`src/rtl/alu_pkg.sv`:
```
package alu_pkg;
  localparam logic [3:0] OP_ADD   = 4'd0;
  localparam logic [3:0] OP_ADDU  = 4'd1;
  localparam logic [3:0] OP_SUB   = 4'd2;
  localparam logic [3:0] OP_SUBU  = 4'd3;
  localparam logic [3:0] OP_AND   = 4'd4;
  localparam logic [3:0] OP_OR    = 4'd5;
  localparam logic [3:0] OP_NOR   = 4'd6;
  localparam logic [3:0] OP_XOR   = 4'd7;
  localparam logic [3:0] OP_SLT   = 4'd8;
  localparam logic [3:0] OP_SLTU  = 4'd9;
  localparam logic [3:0] OP_PASSB = 4'd10;

  typedef enum logic [1:0] {
    IMM_REG   = 2'd0,
    IMM_SEXT  = 2'd1,
    IMM_ZEXT  = 2'd2,
    IMM_UPPER = 2'd3
  } imm_mode_e;

  typedef enum logic [1:0] {
    LG_AND = 2'd0,
    LG_OR  = 2'd1,
    LG_NOR = 2'd2,
    LG_XOR = 2'd3
  } logic_sel_e;

  // Signed overflow of a + b from the three sign bits.
  function automatic logic add_ovf(input logic sa, input logic sb, input logic sr);
    return (sa == sb) && (sr != sa);
  endfunction

  // Signed overflow of a - b from the three sign bits.
  function automatic logic sub_ovf(input logic sa, input logic sb, input logic sr);
    return (sa != sb) && (sr != sa);
  endfunction

  // Signed less-than from the difference sign, corrected by overflow.
  function automatic logic signed_lt(input logic diff_sign, input logic ovf);
    return diff_sign ^ ovf;
  endfunction
endpackage

```
`src/rtl/alu_imm_ext.sv`:
```
module alu_imm_ext #(
  parameter int unsigned XLEN  = 32,
  parameter int unsigned IMM_W = 16
) (
  input  logic [IMM_W-1:0] imm_i,
  input  logic [1:0]       mode_i,
  input  logic [XLEN-1:0]  reg_i,
  output logic [XLEN-1:0]  b_o
);
  import alu_pkg::*;
  localparam int unsigned PAD_W = XLEN - IMM_W;

  logic [XLEN-1:0] sext_w, zext_w, upper_w;

  assign sext_w  = {{PAD_W{imm_i[IMM_W-1]}}, imm_i};
  assign zext_w  = {{PAD_W{1'b0}}, imm_i};
  assign upper_w = {imm_i, {PAD_W{1'b0}}};

  always_comb begin
    unique case (imm_mode_e'(mode_i))
      IMM_SEXT:  b_o = sext_w;
      IMM_ZEXT:  b_o = zext_w;
      IMM_UPPER: b_o = upper_w;
      default:   b_o = reg_i;
    endcase
  end

  always_comb begin

    upper_low_clear_chk: assert (mode_i != 2'd3 || b_o[PAD_W-1:0] == '0);

    zext_high_clear_chk: assert (mode_i != 2'd2 || b_o[XLEN-1:IMM_W] == '0);
  end
endmodule

```
`src/rtl/alu_addsub.sv`:
```
module alu_addsub #(
  parameter int unsigned XLEN = 32
) (
  input  logic [XLEN-1:0] a_i,
  input  logic [XLEN-1:0] b_i,
  input  logic            sub_i,
  output logic [XLEN-1:0] sum_o,
  output logic            carry_o,
  output logic            sovf_o
);
  import alu_pkg::*;

  logic [XLEN-1:0] b_eff;
  assign b_eff = sub_i ? ~b_i : b_i;
  assign {carry_o, sum_o} = {1'b0, a_i} + {1'b0, b_eff} + {{XLEN{1'b0}}, sub_i};

  assign sovf_o = sub_i ? sub_ovf(a_i[XLEN-1], b_i[XLEN-1], sum_o[XLEN-1])
                        : add_ovf(a_i[XLEN-1], b_i[XLEN-1], sum_o[XLEN-1]);

  always_comb begin

    add_ovf_sign_chk: assert (sub_i || !sovf_o || (a_i[XLEN-1] == b_i[XLEN-1]));

    sub_ovf_sign_chk: assert (!sub_i || !sovf_o || (a_i[XLEN-1] != b_i[XLEN-1]));
  end
endmodule

```
`src/rtl/alu_logic.sv`:
```
module alu_logic #(
  parameter int unsigned XLEN = 32
) (
  input  logic [XLEN-1:0] a_i,
  input  logic [XLEN-1:0] b_i,
  input  logic [1:0]      sel_i,
  output logic [XLEN-1:0] y_o
);
  import alu_pkg::*;

  always_comb begin
    unique case (logic_sel_e'(sel_i))
      LG_AND:  y_o = a_i & b_i;
      LG_OR:   y_o = a_i | b_i;
      LG_NOR:  y_o = ~(a_i | b_i);
      default: y_o = a_i ^ b_i;
    endcase
  end
endmodule

```
`src/rtl/risc_alu.sv`:
```
module risc_alu #(
  parameter int unsigned XLEN  = 32,
  parameter int unsigned IMM_W = 16
) (
  input  logic [XLEN-1:0]  opa_i,
  input  logic [XLEN-1:0]  regb_i,
  input  logic [IMM_W-1:0] imm_i,
  input  logic [1:0]       imm_mode_i,
  input  logic [3:0]       op_i,
  output logic [XLEN-1:0]  result_o,
  output logic             zero_o,
  output logic             ovf_o
);
  import alu_pkg::*;

  logic [XLEN-1:0] opb_w, sum_w, logic_w;
  logic            carry_w, sovf_w, do_sub_w;
  logic            slt_w, sltu_w;

  alu_imm_ext #(.XLEN(XLEN), .IMM_W(IMM_W)) u_imm (
    .imm_i (imm_i),
    .mode_i(imm_mode_i),
    .reg_i (regb_i),
    .b_o   (opb_w)
  );

  assign do_sub_w = (op_i == OP_SUB) || (op_i == OP_SUBU) ||
                    (op_i == OP_SLT) || (op_i == OP_SLTU);

  alu_addsub #(.XLEN(XLEN)) u_addsub (
    .a_i    (opa_i),
    .b_i    (opb_w),
    .sub_i  (do_sub_w),
    .sum_o  (sum_w),
    .carry_o(carry_w),
    .sovf_o (sovf_w)
  );

  alu_logic #(.XLEN(XLEN)) u_logic (
    .a_i  (opa_i),
    .b_i  (opb_w),
    .sel_i(op_i[1:0]),
    .y_o  (logic_w)
  );

  // Compare events brought out for checking.
  assign slt_w  = signed_lt(sum_w[XLEN-1], sovf_w);
  assign sltu_w = ~carry_w;

  always_comb begin
    result_o = '0;
    ovf_o    = 1'b0;
    unique case (op_i)
      OP_ADD:  begin result_o = sum_w; ovf_o = sovf_w; end
      OP_SUB:  begin result_o = sum_w; ovf_o = sovf_w; end
      OP_ADDU, OP_SUBU: result_o = sum_w;
      OP_AND, OP_OR, OP_NOR, OP_XOR: result_o = logic_w;
      OP_SLT:  result_o = {{(XLEN-1){1'b0}}, slt_w};
      OP_SLTU: result_o = {{(XLEN-1){1'b0}}, sltu_w};
      OP_PASSB: result_o = opb_w;
      default: result_o = '0;
    endcase
  end

  assign zero_o = (result_o == '0);

  always_comb begin

    slt_signed_chk: assert (op_i != OP_SLT || slt_w == ($signed(opa_i) < $signed(opb_w)));

    sltu_unsigned_chk: assert (op_i != OP_SLTU || sltu_w == (opa_i < opb_w));

    no_overflow_chk: assert (!ovf_o || op_i == OP_ADD || op_i == OP_SUB);

    zero_flag_chk: assert (!zero_o || $countones(result_o) == 0);

    undef_op_chk: assert (op_i <= OP_PASSB || result_o == '0);
  end
endmodule

```
`config.mk`:
```
export PLATFORM = sky130hd
export DESIGN_NAME = risc_alu
export DESIGN_NICKNAME = d
export VERILOG_FILES = /design/src/rtl/alu_pkg.sv /design/src/rtl/alu_imm_ext.sv /design/src/rtl/alu_addsub.sv /design/src/rtl/alu_logic.sv /design/src/rtl/risc_alu.sv
export SDC_FILE = /design/constraint.sdc
export NUM_CORES = 1
export LEC_CHECK = 0
export ABC_CLOCK_PERIOD_IN_PS = 4200
export BUFFER_PORTS_ARGS = -buffer_cell sky130_fd_sc_hd__buf_2
export CORE_MARGIN = 8
export CORE_UTILIZATION = 53
export DETAILED_ROUTE_END_ITERATION = 6
export PLACE_DENSITY = 0.78
export SETUP_SLACK_MARGIN = 0.2
export SKIP_LAST_GASP = 1
export SLEW_MARGIN = 30
export SYNTH_ARGS = -nofsm -noshare
export SYNTH_HDL_FRONTEND = slang
export SYNTH_SLANG_ARGS = --single-unit
```
`constraint.sdc`:
```
create_clock -name vclk -period 4.2
set_clock_uncertainty 0.15 [all_clocks]
set_input_delay 0 -clock vclk [all_inputs]
set_output_delay 0 -clock vclk [all_outputs]
set_load 0.05 [all_outputs]
```
### Word-level counts from Yosys, hierarchy flattened

Cells that the tools add are included.

* bits in registers: 0
* bits of input ports: 86
* output and inout port bits: 34
* word-level logic and storage cells: 44

* add/sub/neg operators: 2
* equality and inequality tests: 18
* mux-type cells: 6
* bitwise gates (word level): 7
* reduce and logical (&&, ||, !) cells: 11

Operator list (number)
* $pmux W32 S3: 2
* $pmux W32 S5: 1
* $not A32 Y32: 2
* $add A32 B32 Y33: 1
* $add A33 B1 Y33: 1
* $and A32 B32 Y32: 1
* $logic_not A32 Y1: 1
* $mux W32: 1
* $or A32 B32 Y32: 1
* $xor A32 B32 Y32: 1
* $eq A4 B3 Y1 const B: 4
* $eq A4 B4 Y1 const B: 3
* $eq A4 B2 Y1 const B: 2
* $reduce_or A4 Y1: 2
* $eq A2 B2 Y1 const B: 3
* $eq A2 B1 Y1 const B: 2
* $eq A4 B1 Y1 const B: 1
* $logic_not A4 Y1: 1
* $logic_or A1 B1 Y1: 3
* $logic_and A1 B1 Y1: 2
* $logic_not A2 Y1: 1
* $mux W1: 2
* $ne A1 B1 Y1: 2
* $reduce_or A2 Y1: 1
* 3 further kinds: 3

### Longest topological paths before layout

* depth in word-level cells: 13
* gate-level depth with buffers: 20
* gate-level depth less buffers: 16

### Hierarchy

From an unflattened synthesis, not the netlist that was laid out.

* cell total of the unflattened synthesis: 814
* area, all modules: 5975.7 µm²

By module, submodules not included
* alu_logic: instances 1, cells each 306, area each 2215.9 µm², seq. area each 0.0 µm²
* alu_addsub: instances 1, cells each 258, area each 1976.9 µm², seq. area each 0.0 µm²
* risc_alu: instances 1, cells each 156, area each 987.2 µm², seq. area each 0.0 µm²
* alu_imm_ext: instances 1, cells each 94, area each 795.8 µm², seq. area each 0.0 µm²

### Worst setup path before layout

OpenSTA, ideal clock, no wires.

* path type: input -> output
* from: in imm_mode_i[0]
* to: out zero_o
* arrival time: 5.665 ns
* path slack: -1.615 ns
* stages: 19
* cells stage by stage: buf_6 -> clkbuf_1 -> clkbuf_1 -> clkbuf_1 -> nand3_1 -> o21ai_0 -> inv_1 -> xnor2_1 -> ha_1 -> clkbuf_1 -> nand4_1 -> or3_1 -> o211ai_1 -> a31oi_1 -> o21a_1 -> nand2b_1 -> o311ai_0 -> a211o_1 -> nor4_2

RTL lines
* from (decl): RTL line risc_alu.sv:8 `input logic [1:0] imm_mode_i,`
* $eq A2 B2 Y1 or $eq A2 B1 Y1 (tied branches): RTL line alu_imm_ext.sv:20 `unique case (imm_mode_e'(mode_i))`
* $pmux W32 S3 (*): RTL line alu_imm_ext.sv:20
* $not A32 Y32: RTL line alu_addsub.sv:14 `assign b_eff = sub_i ? ~b_i : b_i;`
* $mux W32: RTL line alu_addsub.sv:14
* $add A32 B32 Y33: RTL line alu_addsub.sv:15 `assign {carry_o, sum_o} = {1'b0, a_i} + {1'b0, b_eff} + {{XLEN{1'b0}}, sub_i};`
* $add A33 B1 Y33: RTL line alu_addsub.sv:15
* $pmux W32 S5 (*): RTL line risc_alu.sv:53 `unique case (op_i)`
* net result_o[30]: RTL line risc_alu.sv:10 `output logic [XLEN-1:0] result_o,`
* $logic_not A32 Y1 (*): RTL line risc_alu.sv:65 `assign zero_o = (result_o == '0);`
* to (decl): RTL line risc_alu.sv:11 `output logic zero_o,`

Mark *: on every way through the listed nets, which the timed path passes. The rest lies on a longest branch.

### Worst setup path in the final report

* from: in imm_mode_i[1]
* to: out zero_o

* word-level cells in the longest chain between the ends: 12

RTL lines
* $eq A2 B2 Y1 or $eq A2 B1 Y1 (tied branches): RTL line alu_imm_ext.sv:20
* $pmux W32 S3 (*): RTL line alu_imm_ext.sv:20
* $not A32 Y32: RTL line alu_addsub.sv:14
* $mux W32: RTL line alu_addsub.sv:14
* $add A32 B32 Y33: RTL line alu_addsub.sv:15
* $add A33 B1 Y33: RTL line alu_addsub.sv:15
* $ne A1 B1 Y1: RTL line alu_pkg.sv:30, alu_pkg.sv:35
* $logic_and A1 B1 Y1, on equally long branches: RTL line alu_pkg.sv:30, alu_pkg.sv:35
* $mux W1: RTL line alu_addsub.sv:17 `assign sovf_o = sub_i ? sub_ovf(a_i[XLEN-1], b_i[XLEN-1], sum_o[XLEN-1])`
* $xor A1 B1 Y1: RTL line alu_pkg.sv:40 `return diff_sign ^ ovf;`
* $pmux W32 S5 (*): RTL line risc_alu.sv:53
* $logic_not A32 Y1 (*): RTL line risc_alu.sv:65

Every way passes the cells marked *; elsewhere a longest branch is shown, timed or not.

==> results.cfg <==
[outcome]
status = finished with violations
violations = setup timing

[final_layout]
finalNonFillerCells = 1291
nNetsFinal = 1338
clkbuf_count = 0
final_area_um2 = 8551
antennaDiodeCount = 0
ff_latch_area_um2 = 0
drive_above_1_share_pct = 37.27
multi_input_area_um2 = 5764
numSequentialCells = 0
area_delta_synth_final_pct = 46.21
final.fill_count = 766

[grt]
first_global_vias = 7434
gr-total-overflow = 0
grt_use_total_pct = 30.58
antenna_found_initial = 0
grt_pass1_wl_um = 37250
grt_max_degree = 74

[sta]
layout_setup_ws_ns = -0.05319
worst_slew_margin_rel_pct = 48.96
setup_viol = 1
max_freq_ghz = 0.2351
tightest_slew_ns = 0.7656
post-route-min-period_ns = 4.253
rsz0062_at_grt = true
hold_viol = 0
finalCritPeriodShare_pct = 101.3
maxSlewViolCount = 0

[min_path]
hp-class = input pin to output pin
min_from = opa_i[31]

[setup_path]
cp_max_fo = 18
critPathLaunchType = input pin
path_cells = buf_2 -> buf_4 -> buf_6 -> nor2_1 -> a21oi_1 -> buf_4 -> xnor2_1 -> ha_1 -> buf_4 -> nand2_1 -> o21a_1 -> o221ai_1 -> o211ai_1 -> xor2_1 -> o21ai_4 -> or4_4 -> nor4b_4 -> nand3b_1 -> nor4_4 -> buf_6
crit_type = input pin to output pin
crit_arrival_ns = 4.10
cp_slowest_cell = or4_4
cp_num_buf_inv = 6
worst_ep_required_time_ns = 4.05
critical_path.most_common_cell = buf_4
critPathLaunch = imm_mode_i[1]
cp_slowest_stage_delay_ns = 0.51
critical-path-top-delay-family = simple AND/OR/NAND/NOR gates
end_kind = output pin

[synth]
yosys-top-cells-count = ha_1 (98), a21oi_1 (87), inv_1 (73)
synth.largest_area_cell = ha_1
synth.distinct_cells = 76
yosysSeqAreaShare_pct = 0
syn_area_um2 = 5848
yosysWarnings = 0
synthTopCellsByArea = ha_1 (21%), a21oi_1 (7.4%), o21ai_0 (5.8%), mux2i_1 (5.1%), inv_1 (4.7%)
syn_avg_cell_area_um2 = 6.684
syn_nets = 1060
synth.most_common_cell = ha_1
yosys.area.top_type_share_pct = 20.97
synthCells = 875

[place]
place_congestion = 0.9954
placed_area_um2 = 8080
place_hpwl_um = 19160
portBuffers = 120
dp.cells = 1277

[detailed_routing]
wire_per_inst_um = 18.92
ant_nets = 0
drt-total-wl_um = 24430
vias = 8004
drtPass1Iterations = 6
viasPerCell = 6.200
drcViolationCount = 0
drtIter0Drc = 817

[floorplanning]
dieArea_um2 = 14650
initial_core_util_pct = 54.19
die_w_um = 121.0
die_h_um = 121.0
core_area_um2 = 10790
rows = 38
io_pins = 120

[run]
cap_violations = 0

[power]
power.leakage_nw = 4.275
power_density_nw_per_um2 = 241.7
finalPower_mw = 2.066
ir_drop_uv = 238.7
## path summary, 6_finish.rpt
| check | end | slack [ns] | depth (start not counted) |
|---|---|---|---|
| max | zero_o | -0.05 | 20 |
| min | ovf_o | 0.36 | 4 |
## metal layers
layer  vias up  global-route usage, %  part of all wire (%)
met3        61                  4.886                    11
li1       3761                      -                     -
met5         -                      0                     0
met2       446                  50.54                    44
met1      3736                  40.71                    42
met4         0                  6.479                   2.8
## layout make-up
class / count / area share (%)
inverter: 74 / 3.248
multi-input combinational: 737 / 67.41
tap: 140 / 2.049
timing repair buffer: 340 / 27.29
## stage by stage
stage               TNS (ns)  hold slack (ns)  setup slack [ns]  utilization (%)
floorplan           -0.02193          0.09114          -0.02193                -
global placement     -0.2252           0.4039           -0.2252            74.87
detailed placement   -0.2923           0.4008           -0.2650            74.87
CTS                 -0.05659           0.3840          -0.05659            76.81
global route         -0.2400           0.3842           -0.1873            79.23
finish              -0.05319           0.3557          -0.05319            79.23
## logic make-up (layout without fill, tap and decap cells)
logic type / Yosys count / in the layout / share of synthesized area, %
multiplexers: 42 / 42 / 7.681
adder cells (fa/ha/maj): 99 / 99 / 21.31
XOR/XNOR: 46 / 46 / 6.889
AND/OR/NAND/NOR: 256 / 256 / 22.76
buffers and inverters: 138 / 414 / 9.200
AO/OA/AOI/OAI: 294 / 294 / 32.16
## power breakdown
| group | leakage [nW] | internal (mW) | switching, mW |
|---|---|---|---|
| logic | 4.28 | 0.886 | 1.18 |
| clock network | 0 | 0 | 0 |
| registers | 0 | 0 | 0 |
## timing repair
| item | CTS | global route |
|---|---|---|
| resized for setup | 39 | 54 |
| hold buffers | 0 | 0 |
| pin swaps | 16 | 35 |
| setup endpoints to repair | 7 | 8 |
| cloned | 0 | 0 |
| buffers inserted | 9 | 5 |
## tightest hold or removal path, delay by kind of cell
kind / cells / cell delay, ns
and+or+nand+nor: 1 / 0.05
xor gates and xnor gates: 1 / 0.18
buffers and inverters: 2 / 0.27
## placed cells by master (no fill, tap or decap), types with 8 or more instances in the layout
master / synthesis / routed
inv_1: 73 / 72
a21oi_2: 0 / 16
o21ai_1: 5 / 16
nor2_1: 49 / 47
ha_1: 98 / 95
buf_2: 10 / 113
nand2_1: 71 / 70
nand3_1: 38 / 36
o21a_1: 10 / 10
buf_6: 1 / 13
nand4_1: 17 / 17
buf_4: 0 / 211
a211oi_1: 28 / 25
o211ai_1: 21 / 21
o21ai_2: 0 / 8
xor2_1: 24 / 22
a21oi_1: 87 / 71
o21ai_0: 68 / 48
mux2i_1: 30 / 30
nor3_1: 12 / 11
nor2b_1: 20 / 18
mux2_2: 10 / 9
xnor2_1: 22 / 21
a21o_1: 9 / 9
Note: power is estimated with default switching activity, not from simulation.
